[src/rtl/epp_pkg.sv]
package epp_pkg;
  typedef enum logic [2:0] {
    ST_IDLE, ST_W_RDY, ST_W_STB, ST_R_RDY, ST_R_STB, ST_R_VAL, ST_ACK
  } epp_state_e;
endpackage

[src/rtl/epp_sync.sv]
module epp_sync #(
  parameter int WIDTH  = 3,
  parameter int STAGES = 2,
  parameter logic [WIDTH-1:0] RST_VAL = '1
) (
  input  logic             clk_i,
  input  logic             rst_ni,
  input  logic [WIDTH-1:0] d_i,
  output logic [WIDTH-1:0] q_o
);
  logic [WIDTH-1:0] stage_q [STAGES];

  for (genvar s = 0; s < STAGES; s++) begin : g_stage
    always_ff @(posedge clk_i or negedge rst_ni) begin
      if (!rst_ni) stage_q[s] <= RST_VAL;
      else if (s == 0) stage_q[s] <= d_i;
      else stage_q[s] <= stage_q[(s > 0) ? s-1 : 0];
    end
  end

  assign q_o = stage_q[STAGES-1];
endmodule

[src/rtl/epp_ctrl.sv]
module epp_ctrl
  import epp_pkg::*;
#(
  parameter int DATA_W = 8
) (
  input  logic              clk_i,
  input  logic              rst_ni,
  input  logic              astb_i,   // synchronized, active high
  input  logic              dstb_i,
  input  logic              wr_i,
  input  logic [DATA_W-1:0] host_data_i,
  output logic [DATA_W-1:0] host_data_o,
  output logic              host_data_oe_o,
  output logic              host_wait_o,
  output logic [DATA_W-1:0] per_addr_o,
  output logic [DATA_W-1:0] per_wdata_o,
  input  logic [DATA_W-1:0] per_rdata_i,
  output logic              per_rd_o,
  output logic              per_wr_o,
  input  logic              per_ready_i,
  input  logic              per_valid_i
);
  epp_state_e        state_q;
  logic [DATA_W-1:0] addr_q, wdata_q, rdata_q;
  logic              oe_q;

  always_ff @(posedge clk_i or negedge rst_ni) begin
    if (!rst_ni) begin
      state_q <= ST_IDLE;
      addr_q  <= '0;
      wdata_q <= '0;
      rdata_q <= '0;
      oe_q    <= 1'b0;
    end else begin
      unique case (state_q)
        ST_IDLE: begin
          if (astb_i) begin
            if (wr_i) addr_q <= host_data_i;
            else begin
              rdata_q <= addr_q;
              oe_q    <= 1'b1;
            end
            state_q <= ST_ACK;
          end else if (dstb_i) begin
            if (wr_i) begin
              wdata_q <= host_data_i;
              state_q <= ST_W_RDY;
            end else begin
              state_q <= ST_R_RDY;
            end
          end
        end
        ST_W_RDY: if (per_ready_i) state_q <= ST_W_STB;
        ST_W_STB: state_q <= ST_ACK;
        ST_R_RDY: if (per_ready_i) state_q <= ST_R_STB;
        ST_R_STB: state_q <= ST_R_VAL;
        ST_R_VAL: begin
          if (per_valid_i) begin
            rdata_q <= per_rdata_i;
            oe_q    <= 1'b1;
            state_q <= ST_ACK;
          end
        end
        ST_ACK: begin
          // hold acknowledge until the host releases both strobes
          if (!astb_i && !dstb_i) begin
            oe_q    <= 1'b0;
            state_q <= ST_IDLE;
          end
        end
        default: state_q <= ST_IDLE;
      endcase
    end
  end

  assign host_wait_o    = (state_q == ST_ACK);
  assign host_data_oe_o = oe_q;
  assign host_data_o    = rdata_q;
  assign per_addr_o     = addr_q;
  assign per_wdata_o    = wdata_q;
  assign per_rd_o       = (state_q == ST_R_STB);
  assign per_wr_o       = (state_q == ST_W_STB);
endmodule

[src/rtl/epp_slave_bridge.sv]
module epp_slave_bridge #(
  parameter int DATA_W      = 8,
  parameter int SYNC_STAGES = 2
) (
  input  logic              clk_i,
  input  logic              rst_ni,
  input  logic              host_write_ni,
  input  logic              host_dstb_ni,
  input  logic              host_astb_ni,
  input  logic [DATA_W-1:0] host_data_i,
  output logic [DATA_W-1:0] host_data_o,
  output logic              host_data_oe_o,
  output logic              host_wait_o,
  output logic [DATA_W-1:0] per_addr_o,
  output logic [DATA_W-1:0] per_wdata_o,
  input  logic [DATA_W-1:0] per_rdata_i,
  output logic              per_rd_o,
  output logic              per_wr_o,
  input  logic              per_ready_i,
  input  logic              per_valid_i
);
  localparam int N_CTRL = 3;

  logic [N_CTRL-1:0] ctrl_n_s;
  logic              strb_idle;

  epp_sync #(.WIDTH(N_CTRL), .STAGES(SYNC_STAGES), .RST_VAL('1)) u_sync (
    .clk_i  (clk_i),
    .rst_ni (rst_ni),
    .d_i    ({host_write_ni, host_dstb_ni, host_astb_ni}),
    .q_o    (ctrl_n_s)
  );

  assign strb_idle = ctrl_n_s[1] & ctrl_n_s[0];

  epp_ctrl #(.DATA_W(DATA_W)) u_ctrl (
    .clk_i          (clk_i),
    .rst_ni         (rst_ni),
    .astb_i         (~ctrl_n_s[0]),
    .dstb_i         (~ctrl_n_s[1]),
    .wr_i           (~ctrl_n_s[2]),
    .host_data_i    (host_data_i),
    .host_data_o    (host_data_o),
    .host_data_oe_o (host_data_oe_o),
    .host_wait_o    (host_wait_o),
    .per_addr_o     (per_addr_o),
    .per_wdata_o    (per_wdata_o),
    .per_rdata_i    (per_rdata_i),
    .per_rd_o       (per_rd_o),
    .per_wr_o       (per_wr_o),
    .per_ready_i    (per_ready_i),
    .per_valid_i    (per_valid_i)
  );
endmodule

[config.mk]
export PLATFORM = sky130hd
export DESIGN_NAME = epp_slave_bridge
export DESIGN_NICKNAME = d
export VERILOG_FILES = /design/src/rtl/epp_pkg.sv /design/src/rtl/epp_sync.sv /design/src/rtl/epp_ctrl.sv /design/src/rtl/epp_slave_bridge.sv
export SDC_FILE = /design/constraint.sdc
export NUM_CORES = 1
export LEC_CHECK = 0
export BUFFER_PORTS_ARGS = -buffer_cell sky130_fd_sc_hd__buf_2
export CORE_MARGIN = 4
export CORE_UTILIZATION = 40
export DETAILED_ROUTE_END_ITERATION = 8
export GPL_TIMING_DRIVEN = 0
export PLACE_DENSITY_LB_ADDON = 0.3
export SYNTH_ARGS = -nofsm -noshare
export SYNTH_HDL_FRONTEND = slang
export SYNTH_SLANG_ARGS = --single-unit
[constraint.sdc]
create_clock -name clk_i -period 2.05 [get_ports clk_i]
set_clock_uncertainty 0.1 [all_clocks]
set_input_delay 0.205 -clock clk_i [delete_from_list [all_inputs] [get_ports clk_i]]
set_output_delay 0.205 -clock clk_i [all_outputs]
set_load 0.01 [all_outputs]
Word level (Yosys, flattened, before mapping)
Index checks and enable logic that the tools add are counted.

Register bits: 34. Logic and storage cells: 49. Output and inout port bits: 28. Bits of input ports: 23.

Multiplexer cells: 17. Equality and inequality tests: 13. Bitwise gates (word level): 3. Reductions and logical operators: 9.

Operators with widths (number): two-way mux 8 bit (3); one-hot mux 3 bit (7 select lines) (1); two-way mux 3 bit (6); one-hot mux 8 bit (2 select lines) (1); inequality test 2 bit (second input constant) (5); AND reduction 5 bit (2); equality test 3 bit (second input constant) (3); AND reduction 4 bit (2); equality test 3 x 2 -> 1 bit (second input constant) (2); two-way mux 1 bit (4); equality test 3 x 1 -> 1 bit (second input constant) (1); zero test 3 bit (1); inequality test 3 bit (second input constant) (1); inverter 1 bit (3); one-hot mux 1 bit (3 select lines) (1); AND reduction 3 bit (1); nonzero test 3 bit (1); two-way mux 2 bit (1); inequality test 2 x 1 -> 1 bit (second input constant) (1); nonzero test 2 bit (1); logical AND 1 bit (1).

Logic depth before layout (Yosys ltp)
Gate-level depths: netlist of the first run.

Depth after elaboration: 4. Mapped depth: 6. Depth with buffers taken out: 4.

Cells and area by module
A second synthesis of the first run with hierarchy kept.

Cells, all modules: 111. Area, all modules: 1483.9 um2.

Modules (own cells, without submodules): epp_ctrl (area each 1292.5 um2, instances 1, sequential area each 700.7 um2, cells an instance 99); epp_sync (area each 180.2 um2, instances 1, sequential area each 157.7 um2, cells an instance 9); epp_slave_bridge (area each 11.3 um2, instances 1, sequential area each 0.0 um2, cells an instance 3).

Worst setup path before layout of the first run
OpenSTA, ideal clock, no wires.

Kind: register to register. Start: register u_ctrl.state_q[2]. End: register u_ctrl.addr_q[0], in the netlist u_ctrl.per_addr_o[0]. Library setup time: 0.125 ns. Setup slack: 0.301 ns. Path buffers: 0. Data arrival time: 1.524 ns. Stages on the path, launching flop included: 4. Path through: dfrtp_1 or4_4 nor2_2 mux2_2.

Longest elaborated chain between the ends: 2.

RTL lines: start, declared (RTL line epp_ctrl.sv:23) `epp_state_e state_q;`; start signal, assigned (RTL line epp_ctrl.sv:29) `state_q <= ST_IDLE;`; start signal, assigned (RTL line epp_ctrl.sv:43) `state_q <= ST_ACK;`; start signal, assigned (RTL line epp_ctrl.sv:47) `state_q <= ST_W_RDY;`; zero test 3 bit (RTL line epp_ctrl.sv:35) `unique case (state_q)`; AND reduction 3 bit (no source line); end signal, assigned (RTL line epp_ctrl.sv:38) `if (wr_i) addr_q <= host_data_i;`; end, declared (RTL line epp_ctrl.sv:24) `logic [DATA_W-1:0] addr_q, wdata_q, rdata_q;`.

Every way passes these cells. A chain may end at the register's enable or synchronous reset.

Final worst setup path of the first run
Start: register u_ctrl.state_q[2]. End: register u_ctrl.addr_q[5], in the netlist u_ctrl.per_addr_o[5].

Same word-level chain as after synthesis.

==> results summary, run 1 <==
Summed over all layers, the global routing overflow is 0. The proportion of synthesized chip area in sequential cells is 0.593. The area of combinational cells with multiple inputs came out at ~540 µm². The post-detailed-route count of antenna-violating nets came out at 0. The reg2reg setup slack is ~0.10 ns.

The flow ran to the end, and the final reports show no timing, DRC or antenna violations. The total number of vias is 1099. The starting density of the core came out at 0.424. Dividing the detail-routed wire length by the instance count gives 13.8 µm. The average via count per standard cell came out at ~5.0.

The area added between synthesis and finish is 27.4%. The number of filler instances in the final layout came out at 316. The tree is rooted in a sky130_fd_sc_hd__clkbuf_4.

The clock edge transition at the registers on the reported setup and hold paths is ~0.10 ns. The count of unresolved DRC violations after routing came out at 0. Setup repair after global routing left no endpoint under its margin. The endpoint identified for the worst register-to-register timing path is u_ctrl.per_addr_o[5].

The area occupied by registers is 858 µm². The startpoint of the most critical hold path is host_data_i[6]. The total track usage is 0.150. The detailed-route wire length came out at about 3100 µm.

The register share of total power is 0.429. The clock latency on the worst-skew pair is 0.33 ns. The worst hold path belongs to the class in2reg. The max-slew violation count came out at 0. The final clock period utilization by the worst path came out at 0.949. The critical setup path kind is reg2reg. The proportion of netlist area held by the largest area contributor came out at 0.484. Averaged over all synthesized cells, the footprint is 12.7 µm². During I/O placement, the number of pins put on the boundary was between 50 and 60. The cell depth of the worst min-delay path is 2.

The die height is 68.2 µm. The number of buffers on the longest clock path is 2. The post-route setup TNS is 0 ns. The net count after synthesis came out at 137.

Setup violations remaining at the end of the flow were counted as 0. Summed over all nets, the switching power comes to 970 µW. Once placement completed, the tool counted placed cells totaling 210. In this run the cell area of the synthesized design comes to 1450 µm². Leaving out fill and tap cells, the most frequent cells in the layout are 51 x sky130_fd_sc_hd__buf_2, 28 x sky130_fd_sc_hd__dfrtp_1, 16 x sky130_fd_sc_hd__mux2_2, 12 x sky130_fd_sc_hd__nor2_1, 9 x sky130_fd_sc_hd__a21oi_1.

The wire length of the first global-routing pass is 5040 µm. The number of global-route vias before repair was ~1100. The number of buffers added on ports came out at 50. The number of antenna violations at the first check in global routing is 0. The measured slew at the worst slew-check pin is 0.728 ns. The number of hold violations in the final report is 0. The iteration-0 DRC count of the detailed router came out at 89. The clock sink count is 34. The path with the worst hold slack has its endpoint at u_ctrl.per_addr_o[6]. The switching power share of the total is 0.369. After floorplanning, the core was sized to cover 3420 µm². The worst path needs 1.95 ns of the cycle, external delays included. The library cell used most frequently in the layout, excluding fill and tap cells, is sky130_fd_sc_hd__buf_2.

The distinct cell type count after synthesis came out at 29. The power per cell area is ~1400 nW/µm². Routability-driven placement finished with a final weighted congestion of 0.858. The worst register-to-register path begins at u_ctrl.state_q[2]. The critical path required time is 2.16 ns.

Across the VDD grid, the largest voltage drop is 0.000644 V. Buffers inserted during clock tree synthesis total 5. The H-tree generated during clock tree synthesis spans 2 levels. The combinational share of power is 0.440. The number of detailed-route iterations in the first pass came out at 4. The count of antenna diodes in the layout is 0. The analysis attributes to cell leakage a power of 0.000922 µW. The peak clock frequency supported by timing came out at about 510 MHz. The internal cell power is between 1500 and 2000 µW. The finished layout holds 222 standard cells, fillers aside. The max-capacitance violation count is 0. STA classifies the critical path startpoint as a flop. The standard-cell row count is 21. The die span in x came out at just under 70 µm. The half-perimeter wire length after detailed placement came out at 2290 µm. TritonCTS built the clock tree. In the synthesized netlist, the number of instances is 114. The fraction of final layout cells sized beyond drive strength 1 is 0.494. The pin count of the biggest net entering global routing is 35.

STA classifies the critical path endpoint as a flop. The portion of total power attributed to the clock network is 0.131. The final layout contains 198 nets. Of all cell types, the one taking the most synthesized area is sky130_fd_sc_hd__dfrtp_1.

The number of warnings reported in the yosys synthesis log is 0. The number of cells on the worst reg-to-reg path came out at 3. The headroom to the max-slew limit came out at 0.515. The number of flip-flops and latches in the synthesized netlist is 34. In the post-synthesis netlist, the biggest area contributors are sky130_fd_sc_hd__dfrtp_1 48%, sky130_fd_sc_hd__mux2_2 12%, sky130_fd_sc_hd__dfstp_2 11%. The largest driver fanout on the critical path is 8. The endpoint arrival time on the critical path came out at 2.06 ns. The floorplan step defined a die boundary enclosing 4650 µm².
metal layers:
layer / track usage / routed length (µm) / up-vias
li1: - / - / 518
met1: 0.180 / 1250 / 545
met2: 0.249 / 1600 / 30
met3: 0.0394 / 168 / 6
met4: 0.0695 / 43 / 0
met5: 0 / 0 / -
registers in the layout, indices dropped and copies added, names as in the netlist:
| name | count |
|---|---|
| u_sync.stage_q | 3 |
| u_sync.q_o | 3 |
| u_ctrl.host_data_oe_o | 1 |
| u_ctrl.per_wdata_o | 8 |
| u_ctrl.per_addr_o | 8 |
| u_ctrl.state_q | 3 |
| u_ctrl.host_data_o | 8 |
per-stage QoR:
| step | area [µm²] | setup WS (ns) | utilization | total power [µW] | hold WS [ns] |
|---|---|---|---|---|---|
| 2_1_floorplan | 1450 | 0.301 | - | 1860 | -0.191 |
| 3_3_place_gp | 1760 | 0.113 | 0.514 | 2270 | 0.192 |
| 3_5_place_dp | 1760 | 0.0879 | 0.514 | 2320 | 0.205 |
| 4_1_cts | 1840 | 0.0612 | 0.540 | 2670 | 0.000566 |
| 5_1_grt | 1840 | 0.00825 | 0.540 | 2860 | 0.00405 |
| 6_report | 1840 | 0.105 | 0.540 | 2630 | 0.0144 |
cell families (layout without fill, tap and decap cells):
logic type,Yosys count,count (layout),synth area share
mux,24,24,0.180
flops,34,34,0.593
simple gates,28,28,0.106
compound gates,19,19,0.0856
buf+inv,9,71,0.0354
worst max-delay path by stage:
stage | end | cells past startpoint | start | slack [ns]
after detailed placement | u_ctrl.per_addr_o[5] | 3 | u_ctrl.state_q[2] | 0.09
after CTS | u_ctrl.per_addr_o[5] | 3 | u_ctrl.state_q[2] | 0.06
after global routing | u_ctrl.per_addr_o[5] | 3 | u_ctrl.state_q[2] | 0.008
after floorplan | u_ctrl.per_addr_o[0] | 3 | u_ctrl.state_q[2] | 0.30
final | u_ctrl.per_addr_o[5] | 3 | u_ctrl.state_q[2] | 0.10
after global placement | u_ctrl.per_addr_o[3] | 3 | u_ctrl.state_q[2] | 0.11
cell usage after synthesis:
| cell | count |
|---|---|
| sky130_fd_sc_hd__dfrtp_1 | 28 |
| sky130_fd_sc_hd__mux2_2 | 16 |
| sky130_fd_sc_hd__nor2_1 | 12 |
| sky130_fd_sc_hd__a21oi_1 | 9 |
| sky130_fd_sc_hd__mux2i_1 | 8 |
| sky130_fd_sc_hd__dfstp_2 | 6 |
| sky130_fd_sc_hd__nand2_1 | 4 |
| sky130_fd_sc_hd__o21ai_0 | 4 |
| sky130_fd_sc_hd__inv_1 | 3 |
| sky130_fd_sc_hd__nand3_1 | 3 |
| sky130_fd_sc_hd__buf_6 | 2 |
| sky130_fd_sc_hd__clkbuf_1 | 2 |
| sky130_fd_sc_hd__a21o_1 | 1 |
| sky130_fd_sc_hd__a21oi_2 | 1 |
| sky130_fd_sc_hd__a21oi_4 | 1 |
| sky130_fd_sc_hd__a221oi_1 | 1 |
| sky130_fd_sc_hd__a2bb2oi_1 | 1 |
| sky130_fd_sc_hd__and3_1 | 1 |
| sky130_fd_sc_hd__buf_2 | 1 |
| sky130_fd_sc_hd__clkbuf_2 | 1 |
| sky130_fd_sc_hd__nand2b_1 | 1 |
| sky130_fd_sc_hd__nand2b_4 | 1 |
| sky130_fd_sc_hd__nand3b_1 | 1 |
| sky130_fd_sc_hd__nor2_2 | 1 |
| sky130_fd_sc_hd__nor2b_1 | 1 |
| sky130_fd_sc_hd__nor3b_1 | 1 |
| sky130_fd_sc_hd__o22a_1 | 1 |
| sky130_fd_sc_hd__or4_4 | 1 |
| sky130_fd_sc_hd__or4b_4 | 1 |
power by group through the flow:
stage          clock (µW)  sequential [µW]  combinational [µW]
5_1_grt               385             1180                1300
6_report              343             1130                1160
4_1_cts               356             1130                1180
3_3_place_gp            0             1130                1140
2_1_floorplan           0             1250                 608
3_5_place_dp            0             1150                1170
worst max-delay path: stages (launching register included):
cell	delay, ns
sky130_fd_sc_hd__dfrtp_1	0.45
sky130_fd_sc_hd__or4_4	0.51
sky130_fd_sc_hd__nor2_2	0.37
sky130_fd_sc_hd__mux2_2	0.39
repair_timing:
item / CTS / global route
gates resized for setup: 0 / 0
endpoints found under the hold margin: 31 / 0
hold buffers: 4 / 0
setup buffers: 0 / 0
setup endpoints to repair: 0 / 0
cell type report:
type | count | share of cell area
well taps | 46 | 0.0312
flip-flops and latches | 34 | 0.465
multi-input cells | 71 | 0.292
plain buffers | 6 | 0.0217
clock buffers | 8 | 0.0265
inverters | 3 | 0.00611
repair buffers | 54 | 0.157
Note: power is estimated with default switching activity, not from simulation.
==> run 2: changes to the inputs <==
- CORE_UTILIZATION: 40 -> 35
- SYNTH_HIERARCHICAL: unset -> 1
==> run 2 against run 1 <==
  * Non-clock buffer count rose by 4
  * Combinational power rose by 13%
  * Routed wire length rose by 11%
  * Sequential power barely moved
  * Clock power rose by 42%
  * First-iteration DRC count fell by 49%
  * Final cell count rose by 1.8%
  * Register-to-register slack got worse by 0.04 ns
  * Critical path depth rose by 4
  * Maximum frequency fell by 1.9%
==> results summary, run 2 <==
The compound-gate portion of the synthesized area came out at 0.0565 (-0.0291). The average footprint of a synthesized cell came to 13.4 µm² (+5.3%). The portion of total power attributed to the clock network was 0.166 (+0.035).

The fraction of final layout cells sized beyond drive strength 1 came out at 0.602 (+0.108). The combinational share of power came to 0.447 (+0.007). The leading cell type in the layout, fill and taps excluded is sky130_fd_sc_hd__buf_2. The final weighted congestion in routability-driven placement is 0.763 (-11%). The number of H-tree levels came to 2 (unchanged). The die height was 73.1 µm (+7.3%). The power spent charging and discharging nets was 990 µW (+2.1%). The worst hold margin is 0.0706 ns (+0.0562 ns).

The peak clock frequency supported by timing was 504 MHz (-1.9%). The utilization of the core after routing is 0.493 (-0.0472). The detailed-route wire length is 3380 µm (+11%). CTS placed an instance of sky130_fd_sc_hd__clkbuf_8 at the clock tree root. The simple-gate area share of the yosys netlist is 0.0700 (-0.0363). The number of instances in the synthesized netlist is 111 (-2.6%).

The headroom to the max-slew limit is 0.509 (-0.00565). The most used flip-flop cell after synthesis is sky130_fd_sc_hd__dfrtp_1. The synthesized area is 1480 µm² (+2.5%).

The starting density of the core is 0.366 (-0.0581). The pin count of the biggest net entering global routing is 35 (unchanged). The critical path required time is 2.11 ns (-0.05 ns). The distinct cell type count after synthesis came out at 25 (-14%). In the post-synthesis netlist, the cell with the most instances is sky130_fd_sc_hd__mux2_2. The number of global-route vias before repair is 1171 (+4.9%). The commonest cells after synthesis are 32 x sky130_fd_sc_hd__mux2_2, 28 x sky130_fd_sc_hd__dfrtp_1, 7 x sky130_fd_sc_hd__inv_1. The synthesized design spends more area on one cell type than any other, namely sky130_fd_sc_hd__dfrtp_1. The critical setup path kind is reg2reg. Yosys attributes the largest share of cell area to sky130_fd_sc_hd__dfrtp_1 47%, sky130_fd_sc_hd__mux2_2 24%, sky130_fd_sc_hd__dfstp_2 11%. The half-perimeter wire length after detailed placement is 2410 µm (+5.2%). The die span in x is 73.1 µm (+7.3%). The final period demand of the worst path is 1.98 ns (+0.0378 ns). In this run the worst hold path is classified as in2reg.

The total grt overflow is 0 (unchanged). The proportion of netlist area held by the largest area contributor came out at 0.472 (-0.0118). The sort of element at the end of the critical path is a flop.

The critical path launch point type is a flop. The register share of total power is 0.387 (-0.042). The number of filler instances in the final layout came out at 376 (+19%).

The number of hold violations in the final report is 0 (unchanged). The standard-cell row count is 23 (+9.5%). The number of flip-flops and latches in the synthesized netlist is 34 (unchanged). The clock edge transition at the registers on the reported setup and hold paths came out at 0.06 ns (-0.04 ns). The final net count is 198 (unchanged).

The internal cell power was 1940 µW (+17%). The number of buffers added on ports came out at 50 (unchanged). The routed length per instance came out at 15.0 µm (+8.8%). The share of synthesized area spent on multiplexers came out at 0.243 (+0.0631). By area, the combinational part of the netlist is dominated by multiplexers. The top cell types in the final layout, fill and taps aside, are 51 x sky130_fd_sc_hd__buf_2, 28 x sky130_fd_sc_hd__dfrtp_1, 26 x sky130_fd_sc_hd__mux2_2. The final clock period utilization by the worst path came to 0.967 (+0.0184). The measured slew at the worst slew-check pin is 0.736 ns (+0.00848 ns). The clock sink count was 34 (unchanged). The average via count per standard cell is 4.81 (-2.8%). The proportion of synthesized chip area in sequential cells came out at 0.578 (-0.0145).

The die footprint was 5350 µm² (+15%). The static leakage power is 0.000954 µW (+3.5%). The total number of vias came out at 1087 (-1.1%). The number of buffers on the longest clock path is 2 (unchanged). The endpoint arrival time on the critical path was 2.04 ns (-0.02 ns). Setup repair after global routing left no endpoint under its margin. The max-capacitance violation count is 0 (unchanged).

The number of setup violations in the final report came out at 0 (unchanged). The core outline area came out at 4060 µm² (+19%). The cell count after placement is 211 (+0.48%). The post-route setup TNS came to 0 ns (unchanged). The area added between synthesis and finish came out at 34.7%. The largest driver fanout on the critical path came out at 8 (unchanged). The power per cell area came out at 1470 nW/µm² (+2.8%). The count of antenna diodes in the layout came out at 0 (unchanged). The flow ran to the end, and the final reports show no timing, DRC or antenna violations. The iteration-0 DRC count of the detailed router was 45 (-49%).

The total track usage is 0.136 (-0.0138). The fraction of synthesized cell area in xor and xnor cells is 0.00590 (+0.00590). The proportion of synthesized flip-flops having asynchronous set or reset came out at 1.00 (unchanged). The worst ir drop on vdd was 0.000591 V (-8.2%).

TritonCTS built the clock tree. The post-detailed-route count of antenna-violating nets is 0 (unchanged). The post-synthesis share of cell area spent on full adders, half adders and majority gates is 0 (unchanged).

The overall power after layout came to 2930 µW (+11%). The number of enable-type register cells in the synthesized netlist came out at 0 (unchanged). The clock latency on the worst-skew pair came out at 0.27 ns (-0.06 ns).

The number of detailed-route iterations in the first pass came to 4 (unchanged). The I/O pin count came to 51 (unchanged). The wire length of the first global-routing pass is 5440 µm (+7.8%). The number of non-filler instances in the completed layout came out at 226 (+1.8%).

The net count after synthesis was 134 (-2.2%). The max-slew violation count is 0 (unchanged). The number of antenna violations at the first check in global routing is 0 (unchanged).

The switching power share of the total was 0.338 (-0.0312). The number of buffers inserted during clock tree synthesis is 5 (unchanged). The count of unresolved DRC violations after routing came out at 0 (unchanged). The number of warnings reported in the yosys synthesis log came out at 6 (+6).
==> run 2: cell count changes after synthesis, sizes merged, moves of 3 or more <==
cell	previous run	this run
mux2i	8	0
mux2	16	32
nor2	13	2
nor3	0	3
inv	3	7
a21oi	11	3
==> run 2: stage by stage <==
stage	cell area, µm²	setup WS, ns
global placement	1800	-0.0578
global route	2000	0.00216
CTS	1960	0.0181
finish	2000	0.0668
floorplan	1480	0.0830
detailed placement	1800	-0.0847
==> run 2: worst max-delay path: stages, from the launching register on <==
cell and delay (ns):
sky130_fd_sc_hd__dfstp_2 0.37, sky130_fd_sc_hd__buf_4 0.12, sky130_fd_sc_hd__inv_1 0.05, sky130_fd_sc_hd__buf_6 0.12, sky130_fd_sc_hd__or4b_4 0.47, sky130_fd_sc_hd__a21oi_4 0.19, sky130_fd_sc_hd__buf_12 0.15, sky130_fd_sc_hd__mux2_4 0.30
==> run 2: area by class of cell <==
cell class	count	area [µm²]	area share
Sequential cell	34	858	0.429
Multi-Input combinational cell	63	583	0.292
Timing Repair Buffer	58	337	0.168
Clock buffer	7	86.3	0.0432
Tap cell	50	62.6	0.0313
Buffer	6	38.8	0.0194
Inverter	7	28.8	0.0144
Clock inverter	1	5.00	0.00250
==> run 2: timing repair <==
action                     in CTS  in global routing
buffers inserted                2                  2
pin swaps                       1                  3
gates resized for setup         2                  9
setup endpoints to repair       8                 16
hold buffers                    4                  0
hold endpoints to repair       31                  0
==> run 2: routing by layer <==
metal	global-route usage	vias up	part of all wire
li1	-	512	-
met1	0.146	535	0.39
met2	0.248	38	0.54
met3	0.0399	2	0.054
met4	0.0492	0	0.0098
met5	0	-	0
==> run 2: power groups by stage <==
stage,clock (µW),sequential [µW],combinational [µW]
floorplan,0,1240,631
global placement,0,1120,1160
detailed placement,0,1140,1200
CTS,516,1130,1250
global route,541,1170,1420
finish,487,1130,1310
==> run 2: path summary, 6_finish.rpt <==
kind / slack [ns] / depth (start not counted) / startpoint / end
worst max-delay path: 0.07 / 7 / u_sync/q_o[0] / u_ctrl/host_data_o[5]
worst min-delay path: 0.07 / 2 / host_data_i[0] / u_ctrl/per_wdata_o[0]
worst max register to register: 0.07 / 7 / u_sync/q_o[0] / u_ctrl/host_data_o[5]
worst min register to register: 0.26 / 0 / u_sync/stage_q[4] / u_sync/q_o[1]
max in group asynchronous: 0.96 / 2 / rst_ni / u_ctrl/host_data_o[7]
min in group asynchronous: 0.42 / 2 / rst_ni / u_ctrl/per_addr_o[4]
==> run 2: logic make-up (layout without fill, tap and decap cells) <==
family,Yosys count,in the layout
DFF,34,34
AOI/OAI and AO/OA,12,12
buffers and inverters,14,79
xor gates and xnor gates,1,1
muxes,32,32
and+or+nand+nor,18,18
